## src/rtl/wbc_pkg.sv

```systemverilog
package wbc_pkg;
  typedef enum logic [2:0] {
    ST_IDLE,
    ST_WAIT,
    ST_REQ,
    ST_XFER,
    ST_DRAIN
  } wbc_state_t;

  localparam logic [2:0] TERM_NORMAL = 3'd0;
  localparam logic [2:0] TERM_DISC   = 3'd1;
  localparam logic [2:0] TERM_RETRY  = 3'd2;
  localparam logic [2:0] TERM_TABORT = 3'd3;
  localparam logic [2:0] TERM_MABORT = 3'd4;
endpackage

```

## src/rtl/wbc_seg_calc.sv

```systemverilog
// Decides whether a segment may start and how long it is.
module wbc_seg_calc #(
  parameter int CNT_W      = 12,
  parameter int LVL_W      = 8,
  parameter int THR_NARROW = 8,
  parameter int THR_WIDE   = 16
) (
  input  logic [LVL_W-1:0] level,
  input  logic [CNT_W-1:0] rem,
  input  logic             wide,
  output logic             go,
  output logic [CNT_W-1:0] seg_len
);
  localparam int CW = (CNT_W > LVL_W) ? CNT_W : LVL_W;

  logic [CW-1:0] lvl_x, rem_x, thr_x, lvl_fl;
  logic          covers;

  always_comb begin
    lvl_x  = CW'(level);
    rem_x  = CW'(rem);
    thr_x  = wide ? CW'(THR_WIDE) : CW'(THR_NARROW);
    lvl_fl = wide ? {lvl_x[CW-1:1], 1'b0} : lvl_x;
    covers = (lvl_x >= rem_x);
    go     = covers || (lvl_x >= thr_x);
    seg_len = covers ? rem : CNT_W'(lvl_fl);
  end
endmodule

```

## src/rtl/wbc_beat_ctr.sv

```systemverilog
// Counts DWORDs accepted in the current transaction.
module wbc_beat_ctr #(
  parameter int CNT_W = 12
) (
  input  logic             clk,
  input  logic             rst_n,
  input  logic             clr,
  input  logic             inc,
  input  logic [CNT_W-1:0] step,
  output logic [CNT_W-1:0] taken,
  output logic [CNT_W-1:0] taken_nxt
);
  assign taken_nxt = taken + (inc ? step : '0);

  always_ff @(posedge clk or negedge rst_n) begin
    if (!rst_n)   taken <= '0;
    else if (clr) taken <= '0;
    else          taken <= taken_nxt;
  end
endmodule

```

## src/rtl/wr_burst_ctl.sv

```systemverilog
module wr_burst_ctl
  import wbc_pkg::*;
#(
  parameter int ADDR_W     = 32,
  parameter int CNT_W      = 12,
  parameter int LVL_W      = 8,
  parameter int THR_NARROW = 8,
  parameter int THR_WIDE   = 16
) (
  input  logic              clk,
  input  logic              rst_n,
  input  logic              cmd_valid,
  output logic              cmd_ready,
  input  logic [ADDR_W-1:0] cmd_addr,
  input  logic [CNT_W-1:0]  cmd_len,
  input  logic              wide_mode,
  input  logic [LVL_W-1:0]  buf_level,
  output logic              buf_pop,
  output logic              txn_valid,
  input  logic              txn_ready,
  output logic [ADDR_W-1:0] txn_addr,
  output logic [CNT_W-1:0]  txn_len,
  input  logic              bus_beat,
  input  logic              bus_end,
  input  logic [2:0]        bus_term,
  output logic              done_ok,
  output logic              done_err
);
  wbc_state_t        st;
  logic [ADDR_W-1:0] addr_q;
  logic [CNT_W-1:0]  rem_q, seg_q, step, taken, tk, seg_len;
  logic              wide_q, go, bad_cmd, is_abort, lvl_has_phase, in_xfer;

  assign step          = wide_q ? CNT_W'(2) : CNT_W'(1);
  assign bad_cmd       = (cmd_len == '0) || (wide_mode && cmd_len[0]);
  assign is_abort      = (bus_term >= TERM_TABORT);
  assign lvl_has_phase = wide_q ? (buf_level >= LVL_W'(2)) : (buf_level != '0);
  assign in_xfer       = (st == ST_XFER);

  assign cmd_ready = (st == ST_IDLE);
  assign txn_valid = (st == ST_REQ);
  assign txn_addr  = addr_q;
  assign txn_len   = seg_q;
  assign buf_pop   = (in_xfer && bus_beat) || ((st == ST_DRAIN) && lvl_has_phase);

  wbc_seg_calc #(
    .CNT_W(CNT_W), .LVL_W(LVL_W), .THR_NARROW(THR_NARROW), .THR_WIDE(THR_WIDE)
  ) u_seg (
    .level(buf_level), .rem(rem_q), .wide(wide_q), .go(go), .seg_len(seg_len)
  );

  wbc_beat_ctr #(.CNT_W(CNT_W)) u_ctr (
    .clk(clk), .rst_n(rst_n), .clr(st == ST_REQ), .inc(in_xfer && bus_beat),
    .step(step), .taken(taken), .taken_nxt(tk)
  );

  always_ff @(posedge clk or negedge rst_n) begin
    if (!rst_n) begin
      st       <= ST_IDLE;
      addr_q   <= '0;
      rem_q    <= '0;
      seg_q    <= '0;
      wide_q   <= 1'b0;
      done_ok  <= 1'b0;
      done_err <= 1'b0;
    end else begin
      done_ok  <= 1'b0;
      done_err <= 1'b0;
      unique case (st)
        ST_IDLE: if (cmd_valid) begin
          if (bad_cmd) done_err <= 1'b1;
          else begin
            addr_q <= cmd_addr;
            rem_q  <= cmd_len;
            wide_q <= wide_mode;
            st     <= ST_WAIT;
          end
        end
        ST_WAIT: if (go) begin
          seg_q <= seg_len;
          st    <= ST_REQ;
        end
        ST_REQ: if (txn_ready) st <= ST_XFER;
        ST_XFER: if (bus_end) begin
          rem_q  <= rem_q - tk;
          addr_q <= addr_q + (ADDR_W'(tk) << 2);
          if (rem_q == tk) begin
            st <= ST_IDLE;
            if (is_abort) done_err <= 1'b1;
            else          done_ok  <= 1'b1;
          end else begin
            st <= is_abort ? ST_DRAIN : ST_WAIT;
          end
        end
        ST_DRAIN: if (lvl_has_phase) begin
          rem_q <= rem_q - step;
          if (rem_q == step) begin
            done_err <= 1'b1;
            st       <= ST_IDLE;
          end
        end
        default: st <= ST_IDLE;
      endcase
    end
  end
endmodule

```

## config.mk

```make
export PLATFORM = sky130hd
export DESIGN_NAME = wr_burst_ctl
export DESIGN_NICKNAME = d
export VERILOG_FILES = /design/src/rtl/wbc_pkg.sv /design/src/rtl/wbc_seg_calc.sv /design/src/rtl/wbc_beat_ctr.sv /design/src/rtl/wr_burst_ctl.sv
export SDC_FILE = /design/constraint.sdc
export NUM_CORES = 1
export LEC_CHECK = 0
export ABC_AREA = 1
export BUFFER_PORTS_ARGS = -buffer_cell sky130_fd_sc_hd__buf_2
export CORE_MARGIN = 2
export CORE_UTILIZATION = 49
export CTS_CLUSTER_DIAMETER = 30
export CTS_CLUSTER_SIZE = 16
export DETAILED_ROUTE_END_ITERATION = 8
export PLACE_DENSITY = 0.68
export SETUP_SLACK_MARGIN = 0.05
export SYNTH_ARGS = -nofsm -noshare
export SYNTH_HDL_FRONTEND = slang
export SYNTH_SLANG_ARGS = --single-unit
```

## constraint.sdc

```tcl
create_clock -name clk -period 5.5 [get_ports clk]
set_input_delay 0.275 -clock clk [delete_from_list [all_inputs] [get_ports clk]]
set_output_delay 0.275 -clock clk [all_outputs]
set_load 0.02 [all_outputs]
```

==> results by group, run 1 <==
Floorplan
  – Die footprint: around 14000 um^2
  – Height of the die: about 120 um
  – Effective utilization at floorplan: 50.2%
  – Horizontal die dimension: between 100 and 150 um
  – Number of standard-cell rows in the floorplan: about 40
  – Count of pins on the block boundary: between 100 and 150
  – Placeable core area: about 13000 um^2

Clocking
  – CTS resizes: 0
  – TritonCTS buffer count: 9
  – Number of setup buffers added after CTS: 0
  – Number of buffers on the longest clock path: 2
  – CTS tree: built
  – Hold_buf cts: 0
  – Clk_lat worst skew: approximately 0.34 ns
  – Clock-pin slew on the worst setup and hold paths: about 0.06 ns
  – Number of clock sinks: 74
  – Clock root buffer master: clkbuf_16
  – CTS H-tree lvls: 3

Synthesis
  – Most common library cells after synthesis: nand2_1, nor2_1, inv_1
  – Share of synthesized area occupied by flip-flops and latches: between 20% and 30%
  – Syn_nets: about 1.1k
  – #FFs+latches synth: 74
  – Cell taking the most area after synthesis: dfrtp_1
  – Syn Std Cell Area: around 6300 um^2
  – Cells after synthesis: between 900 and 1k
  – Yosys warns: 0
  – Distinct cell type count after synthesis: 44
  – Post-synth top flop: dfrtp_1
  – Syn avg cell area: around 6.5 um^2
  – Cell types with the largest area share after synthesis: dfrtp_1, nand2_1, nor2_1
  – Library cell with the highest instance count after synthesis: nand2_1
  – Area fraction of the dominant cell type after synthesis: 29.2%
  – Async set or reset register ratio after synthesis: 100%
  – Number of enable flip-flop cells after synthesis: 0

Timing
  – Setup tns final: 0 ns
  – Final critical-path share of the clock period: 67.4%
  – RSZ-0062 raised after global routing: false
  – Max Slew Vio Count: 0
  – Final setup violation count: 0
  – Actual transition at the worst max-transition pin: 1.01 ns
  – Clock Skews: between 0.007 and 0.008 ns
  – Shortest clock period the worst path allows after layout: ~3.7 ns
  – Maximum frequency from static timing analysis: around 0.27 GHz
  – Max-Slew Margin vs Limit: 32.6%
  – Final hold violation count: 0
  – Hold Worst Slack: between 0.1 and 0.15 ns

Route
  – Number of vias per cell: 5.29
  – Iter 0 DRT Violations: 571
  – DR vias: approximately 6.7k
  – DRT Wirelength: ~18 mm
  – Average wire length per cell after detail routing: 14.1 um
  – Number of nets with antenna violations after detailed routing: 0
  – Router iterations before antenna repair: 7
  – Number of design rule violations left after detail routing: 0

Power and ir drop
  – Leak Pwr: 3.74 nW
  – Relative contribution of combinational cells to total power: approximately three fifths
  – Clk pwr share: 15.6%
  – Switching power as a share of total power: about 52%
  – Power density of the placed cells: approximately 530 nW/um^2
  – Sw power: about 0.002 W
  – Fraction of power consumed by sequential logic: 26.2%
  – Peak supply drop: 0.388 mV
  – Internal Pwr Total: approximately 0.0019 W
  – PnR Total Power: between 0.003 and 0.004 W

GRT
  – Wire length of the first global-routing pass: around 30 mm
  – Aggregate global routing overflow: 0
  – Largest net degree at the start of global routing: between 70 and 80
  – GR Util All Layers: between 20% and 30%
  – Via count of the first global-routing pass: slightly above 6k
  – Initial antenna violation count: 0

Worst setup path
  – Signal arrival time at the worst endpoint: about 3.9 ns
  – Endpoint required time on the critical path: 5.72 ns
  – Critical Path End Type: flip-flop
  – CP Max Fanout: 7
  – Critical path type: reg2reg
  – Worst setup SP type: flip-flop

Placement
  – Number of port buffers: 110
  – Cell count after placement: about 1.2k
  – Final weighted congestion of routability-driven global placement: 0.955
  – DP HPWL: approximately 14 mm

Finish
  – Net total in the final layout: 1175
  – Inserted Diodes: 0
  – Count of placed standard cells in the final layout, fillers left out: ~1.3k
  – Fraction of layout cells with a size suffix above 1: around 18%
  – Area Overhead vs Synth: 16.2%

Status
  – Outcome: completed

Flow run
  – Number of violations of the max-capacitance limit: 0

Min path
  – Type of the worst min-delay path: in2async
-- worst paths after layout --
kind                             start              to  slack, ns  cells past startpoint
max in group asynchronous        rst_n  u_ctr.taken[4]       4.74                      1
hold reg to reg            txn_addr[0]     txn_addr[0]       0.48                      2
hold / removal                   rst_n      txn_len[9]       0.11                      1
min in group clk           cmd_addr[1]     txn_addr[1]       0.13                      3
setup reg to reg                 st[0]    txn_addr[21]       1.79                     22
setup / recovery                 st[0]    txn_addr[21]       1.79                     22
-- state kept, by name, summed over array words and instances (netlist names) --
register,count
txn_addr,32
done_err,1
st,3
rem_q,12
txn_len,12
wide_q,1
u_ctr.taken,12
done_ok,1
-- power groups by stage --
| stage | Combinational [W] | Clock (W) | Sequential [W] |
|---|---|---|---|
| after floorplan | 0.00150 | 0 | 0.00114 |
| after global placement | 0.00223 | 0 | 0.00103 |
| after detailed placement | 0.00226 | 0 | 0.00103 |
| after CTS | 0.00227 | 0.000627 | 0.00103 |
| after global routing | 0.00259 | 0.000651 | 0.00106 |
| final | 0.00228 | 0.000613 | 0.00103 |
-- layout make-up --
class | count | area, um^2
inverter | 124 | 465
sequential | 74 | 1850
fill | 1299 | 5260
timing repair buffer | 114 | 583
multi-input combinational | 760 | 3930
clock buffer | 12 | 256
clock inverter | 4 | 50.0
tap | 172 | 215
-- worst max-delay path: stages, from the launching register on --
cell and delay, ns:
dfrtp_1 0.40, inv_1 0.10, nor3_4 0.17, nand2_1 0.10, nor2_1 0.10, ha_1 0.22, fa_1 0.28, nand2_2 0.11
nor2_2 0.16, nand4_1 0.12, xor2_1 0.23, inv_1 0.08, ha_1 0.33, a21oi_1 0.19, inv_1 0.05, a21oi_1 0.22
nor3_1 0.07, nor2_1 0.21, nand2_4 0.12, nand3_1 0.08, nand3_1 0.08, nand2_1 0.11, o21ai_2 0.05
-- metal layers --
metal  vias up  wire length (um)  part of all wire [%]  GRT usage, %
met5         -                 0                     0             0
met2       228              7400                    42          38.3
met4         0               204                   1.1          6.93
met3        14              1290                   7.2          5.28
li1       3402                 -                     -             -
met1      3019              8900                    50          40.8
-- through the flow --
step | utilization, % | setup slack, ns | area, um^2
CTS | 58.3 | 1.79 | 7360
global placement | 55.9 | 1.89 | 7050
finish | 58.3 | 1.79 | 7360
floorplan | - | 1.65 | 6330
global route | 58.3 | 1.30 | 7360
detailed placement | 55.9 | 1.80 | 7050
-- placed cells by master (no fill, tap or decap), types with 5 or more instances in the layout --
master     count
o22ai_1        6
nor2_2         8
a21oi_1       47
nor2_1       135
nand3_1       88
a31oi_1        5
nor3_1        12
nand2_4        5
inv_2          8
nand4_1       15
buf_2        109
ha_1          26
clkbuf_16      9
xor2_1         9
nor4_1        10
inv_1        115
buf_4          5
nand2_1      263
o21ai_1        6
dfrtp_1       74
nand3_2       10
nand2_2       22
nand3b_1       8
o211ai_1       9
o21ai_0       42
-- kinds of logic (layout without fill, tap and decap cells) --
kind of cell,Yosys count,after routing,synth area share [%]
flip-flops,74,74,29.2
AND/OR/NAND/NOR,585,585,41.9
XOR/XNOR,11,11,1.52
adder cells (fa/ha/maj),30,30,6.40
buffers and inverters,144,254,8.72
AO/OA/AOI/OAI,134,134,12.2
No activity file was read; power rests on OpenSTA's default activity.
==> inputs of run 2 (changes only) <==
==> constraint.sdc (replaced) <==
create_clock -name clk -period 3.65 [get_ports clk]
set_input_delay 0.1825 -clock clk [delete_from_list [all_inputs] [get_ports clk]]
set_output_delay 0.1825 -clock clk [all_outputs]
set_load 0.02 [all_outputs]
==> results by group, run 2 (synthesis gave the netlist of run 1 again) <==
Timing
  – Clock Skews: between 0.005 and 0.006 ns
  – Final hold violation count: 13
  – Hold Worst Slack: -0.00841 ns
  – Setup tns final: 0 ns
  – Shortest clock period the worst path allows after layout: around 3.4 ns
  – Max-Slew Margin vs Limit: approximately a fifth
  – Final setup violation count: 0
  – Maximum frequency from static timing analysis: between 0.2 and 0.3 GHz
  – Final critical-path share of the clock period: 94.4%
  – Actual transition at the worst max-transition pin: approximately 1.2 ns
  – RSZ-0062 raised after global routing: true
  – Max Slew Vio Count: 0

Route
  – DRT Wirelength: 18.7 mm
  – Number of design rule violations left after detail routing: 0
  – Iter 0 DRT Violations: roughly 470
  – Router iterations before antenna repair: 5
  – Average wire length per cell after detail routing: ~15 um
  – Number of nets with antenna violations after detailed routing: 0
  – DR vias: 6727
  – Number of vias per cell: 5.26

Clocking
  – Clock root buffer master: clkbuf_16
  – CTS H-tree lvls: 3
  – Clock-pin slew on the worst setup and hold paths: ~0.060 ns
  – CTS tree: built
  – Number of buffers on the longest clock path: 2
  – TritonCTS buffer count: 9
  – Clk_lat worst skew: between 0.3 and 0.4 ns
  – Hold_buf cts: 0
  – Number of clock sinks: between 70 and 80

GRT
  – GR Layer Usage met1: 36.0%
  – Initial antenna violation count: 0
  – Aggregate global routing overflow: 0
  – Largest net degree at the start of global routing: 75
  – Wire length of the first global-routing pass: just over 30 mm
  – GR Util All Layers: a little over a quarter
  – Peak-usage layer in the global routing report: met2
  – Global routing met2 resource utilization: 45.8%
  – Met3 GRT Util: under 10%
  – Via count of the first global-routing pass: between 6k and 7k

Finish
  – Count of placed standard cells in the final layout, fillers left out: around 1.3k
  – Filler instances: around 1.2k
  – Final Util: around 61%
  – Flip-flop count of the largest register, all copies and words added: 32
  – Fraction of layout cells with a size suffix above 1: between 20% and 30%
  – Area Overhead vs Synth: 22.4%
  – Inserted Diodes: 0
  – Net total in the final layout: 1194
  – Commonest cells after routing, fill and taps aside: nand2_1, nor2_1, inv_1, buf_2, nand3_1
  – Most frequent standard cell in the layout excluding fill and tap cells: nand2_1

Power and ir drop
  – Switching power as a share of total power: approximately half
  – Power density of the placed cells: between 800 and 900 nW/um^2
  – Peak supply drop: around 0.33 mV
  – PnR Total Power: 0.00629 W
  – Fraction of power consumed by sequential logic: between 20% and 30%
  – Clk pwr share: 16.6%
  – Relative contribution of combinational cells to total power: around three fifths
  – Internal Pwr Total: 0.00308 W
  – Leak Pwr: ~3.9 nW
  – Sw power: between 0.003 and 0.004 W

Floorplan
  – Number of standard-cell rows in the floorplan: 41
  – Height of the die: about 120 um
  – Horizontal die dimension: around 120 um
  – Effective utilization at floorplan: between 50% and 60%
  – Placeable core area: approximately 13000 um^2
  – Die footprint: roughly 14000 um^2
  – Count of pins on the block boundary: 111

Worst setup path
  – Critical Path End Type: flip-flop
  – Critical path type: reg2reg
  – Worst setup SP type: flip-flop
  – CP Max Fanout: 7
  – Endpoint required time on the critical path: a little under 4 ns
  – Signal arrival time at the worst endpoint: approximately 3.7 ns

Placement
  – Final weighted congestion of routability-driven global placement: 0.946
  – Number of port buffers: 110
  – DP HPWL: between 10 and 15 mm
  – Cell count after placement: 1252

Min path
  – Type of the worst min-delay path: in2async

Status
  – Violated checks: negative hold slack
  – Outcome: finished with violations

Flow run
  – Number of violations of the max-capacitance limit: 0
run 2: power groups by stage:
stage	logic [W]	clock network (W)	registers, W
after global routing	0.00411	0.00109	0.00160
final	0.00369	0.00104	0.00155
after detailed placement	0.00350	0	0.00156
after global placement	0.00347	0	0.00155
after floorplan	0.00230	0	0.00172
after CTS	0.00352	0.00106	0.00155
run 2: final timing paths:
path,from,depth (start not counted),slack [ns],to
min in group clk,cmd_addr[0],3,0.05,txn_addr[0]
worst max register to register,st[1],22,0.21,txn_addr[21]
max in group asynchronous,rst_n,1,3.01,txn_addr[14]
worst max-delay path,st[1],22,0.21,txn_addr[21]
worst min register to register,txn_len[0],1,0.48,txn_len[0]
worst min-delay path,rst_n,1,-0.008,txn_len[0]
run 2: routing by layer:
layer  routed length (um)  up-vias
li1                     -     3439
met2                 8810      193
met3                  863       34
met1                 8510     3061
met5                    0        -
met4                  489        0
run 2: timing repair:
action / in CTS / in global routing
resized for setup: 2 / 43
setup endpoints to repair: 4 / 28
pin swaps: 1 / 25
cloned: 0 / 0
buffers inserted: 0 / 11
run 2: critical path: stages, from the launching register on:
cell and delay [ns]:
dfrtp_1 0.40, inv_2 0.08, nor3_4 0.22, nand2_2 0.12, nor2_2 0.14, ha_2 0.21, fa_2 0.25, nand2_4 0.08
nor2_4 0.15, nand4_1 0.12, xor2_1 0.20, inv_1 0.10, ha_4 0.28, a21oi_4 0.17, inv_2 0.04, a21oi_2 0.15
nor3_2 0.06, nor2_2 0.18, nand2_4 0.10, nand3_2 0.07, nand3_2 0.06, nand2_2 0.10, o21ai_2 0.05
run 2: cell type report:
type	instances	area [um^2]	share of cell area (%)
Sequential cell	74	1850	23.9
Clock inverter	7	118	1.52
Tap cell	172	215	2.78
Timing Repair Buffer	133	726	9.36
Clock buffer	9	225	2.91
Multi-Input combinational cell	760	4150	53.5
Inverter	124	465	6.01
run 2: through the flow:
stage	cell area, um^2	setup WS, ns
final	7750	0.206
after global routing	7750	-0.129
after CTS	7490	0.0411
after detailed placement	7140	0.0127
after global placement	7140	0.102
after floorplan	6380	0.0862
==> inputs of run 3 (changes only) <==
==> constraint.sdc (replaced) <==
create_clock -name clk -period 3.6 [get_ports clk]
set_input_delay 0.18 -clock clk [delete_from_list [all_inputs] [get_ports clk]]
set_output_delay 0.18 -clock clk [all_outputs]
set_load 0.02 [all_outputs]
==> results by group, run 3 (synthesis gave the netlist of run 1 again) <==
Clocking
  – Clock root buffer master: clkbuf_16
  – Number of clock sinks: between 70 and 80
  – Clock-pin slew on the worst setup and hold paths: 0.06 ns
  – CTS H-tree lvls: 3
  – Number of buffers on the longest clock path: 2
  – CTS tree: built
  – Hold_buf cts: 0
  – Clk_lat worst skew: between 0.3 and 0.4 ns
  – TritonCTS buffer count: 9

Worst setup path
  – Capture point of the worst reg-to-reg path: txn_addr[21]
  – CP Max Fanout: 7
  – Signal arrival time at the worst endpoint: between 3 and 4 ns
  – Master of the slowest instance on the critical path: dfrtp_1
  – Largest incremental delay on the critical path: 0.38 ns
  – Cell seen most often among critical-path stages: nand2_2
  – Critical Path End Type: flip-flop
  – Worst path bufs/invs: 3
  – Endpoint required time on the critical path: 3.83 ns
  – Critical path type: reg2reg
  – Reg-to-Reg Start: st[0]
  – Cell count of the worst reg-to-reg path: 23
  – Worst R2R Setup Slack: between 0.15 and 0.2 ns
  – CP delay by family, top: simple AND/OR/NAND/NOR gates
  – Cell-by-cell listing of the critical path: inv_2, nor3_4, nand2_2, nor2_2, ha_2, fa_2, nand2_4, nor2_4, nand4_1, xor2_2, inv_2, ha_4, nand2_4, inv_2, a21oi_4, nor3_2, nor2_2, nand2_4, nand2_2, nand2_2, nand3_2, nand2_2, o21ai_2
  – Worst setup SP type: flip-flop

Floorplan
  – Effective utilization at floorplan: between 50% and 60%
  – Height of the die: ~120 um
  – Count of pins on the block boundary: 111
  – Number of standard-cell rows in the floorplan: between 40 and 50
  – Horizontal die dimension: around 120 um
  – Die footprint: around 14000 um^2
  – Placeable core area: 12600 um^2

Timing
  – Final hold violation count: 0
  – Final setup violation count: 0
  – RSZ-0062 raised after global routing: true
  – Clock Skews: ~0.0085 ns
  – Max-Slew Margin vs Limit: approximately 34%
  – Actual transition at the worst max-transition pin: roughly 1 ns
  – Setup slack of the critical path after layout: ~0.16 ns
  – Shortest clock period the worst path allows after layout: around 3.4 ns
  – Maximum frequency from static timing analysis: between 0.2 and 0.3 GHz
  – Final critical-path share of the clock period: between 90% and 100%
  – Max Slew Vio Count: 0

Finish
  – Area of combinational cells with multiple inputs: about 4200 um^2
  – Flip-flop count of the largest register, all copies and words added: 32
  – Most frequent standard cell in the layout excluding fill and tap cells: nand2_1
  – Fraction of layout cells with a size suffix above 1: a little under a quarter
  – Count of placed standard cells in the final layout, fillers left out: 1275
  – Commonest cells after routing, fill and taps aside: nand2_1, nor2_1, inv_1, buf_2, nand3_1
  – Storage element area: about 1900 um^2
  – Area Overhead vs Synth: 21.6%
  – Inserted Diodes: 0
  – Filler instances: ~1.2k
  – Finished layout cell area: 7700 um^2
  – Net total in the final layout: roughly 1.2k

GRT
  – Wire length of the first global-routing pass: about 30 mm
  – Initial antenna violation count: 0
  – Via count of the first global-routing pass: a little over 6k
  – Largest net degree at the start of global routing: 75
  – GR Util All Layers: a little over a quarter
  – Aggregate global routing overflow: 0

Status
  – Outcome: completed

Power and ir drop
  – Power density of the placed cells: 809 nW/um^2
  – Peak supply drop: 0.419 mV
  – Leak Pwr: 3.85 nW

Route
  – Average wire length per cell after detail routing: 14.7 um
  – DR vias: between 6k and 7k
  – Number of design rule violations left after detail routing: 0
  – Router iterations before antenna repair: 5
  – DRT Wirelength: approximately 19 mm
  – Number of vias per cell: approximately 5.3
  – Number of nets with antenna violations after detailed routing: 0
  – Iter 0 DRT Violations: 618

Placement
  – Cell count after placement: about 1.3k
  – Number of port buffers: 110
  – Final weighted congestion of routability-driven global placement: 0.945
  – DP Worst Slack: 0.0495 ns
  – DP HPWL: around 14 mm
  – Cell area reported after detailed placement: slightly above 7000 um^2

Flow run
  – Number of violations of the max-capacitance limit: 0

Min path
  – Type of the worst min-delay path: in2async
## run 3: changes by cell type in the layout (fill, tap and decap cells not counted), sizes merged
| cell | change |
|---|---|
| buf | -4 |
| clkbuf | +2 |
| bufinv | -2 |
## run 3: worst max path at each step
stage,from,slack [ns],cells after the start,endpoint
floorplan,st[1],0.07,24,txn_addr[21]
global placement,st[0],0.12,22,txn_addr[21]
detailed placement,st[0],0.05,21,txn_addr[28]
CTS,st[0],0.04,21,txn_addr[28]
global route,st[0],-0.11,23,txn_addr[21]
finish,st[0],0.16,23,txn_addr[21]
## run 3: metal layers
layer | part of all wire [%] | vias to the layer above | wire length, um | track usage [%]
li1 | - | 3434 | - | -
met1 | 45 | 3118 | 8380 | 35.2
met2 | 48 | 209 | 8970 | 43.8
met3 | 5.0 | 36 | 933 | 3.68
met4 | 2.4 | 0 | 457 | 10.5
met5 | 0 | - | 0 | 0
## run 3: final cells by class
| type | count | share of cell area [%] |
|---|---|---|
| inverter | 124 | 6.04 |
| clock buffer | 11 | 3.15 |
| sequential | 74 | 24.0 |
| multi-input combinational | 760 | 54.2 |
| timing repair buffer | 129 | 9.03 |
| tap | 172 | 2.79 |
| clock inverter | 5 | 0.699 |
## run 3: metrics by stage
step | total power [W] | hold WS [ns] | setup TNS [ns] | util, %
5_1_grt | 0.00676 | 0.0558 | -0.571 | 61.0
3_3_place_gp | 0.00510 | 0.400 | 0 | 56.6
6_report | 0.00623 | 0.00160 | 0 | 61.0
2_1_floorplan | 0.00409 | -0.116 | 0 | -
4_1_cts | 0.00606 | 0.0376 | 0 | 59.0
3_5_place_dp | 0.00512 | 0.400 | 0 | 56.6
## run 3: repair_timing
| action | 4_1_cts | 5_1_grt |
|---|---|---|
| setup buffers | 0 | 8 |
| pin swaps | 1 | 34 |
| setup endpoints to repair | 3 | 30 |
| gates resized for setup | 2 | 54 |
## run 3: where the power goes
group          leakage, nW  total [W]  switching [W]  internal [W]
Sequential           0.914    0.00158       0.000413       0.00117
Combinational         2.79    0.00373        0.00247       0.00126
Clock                0.149   0.000919       0.000365      0.000553
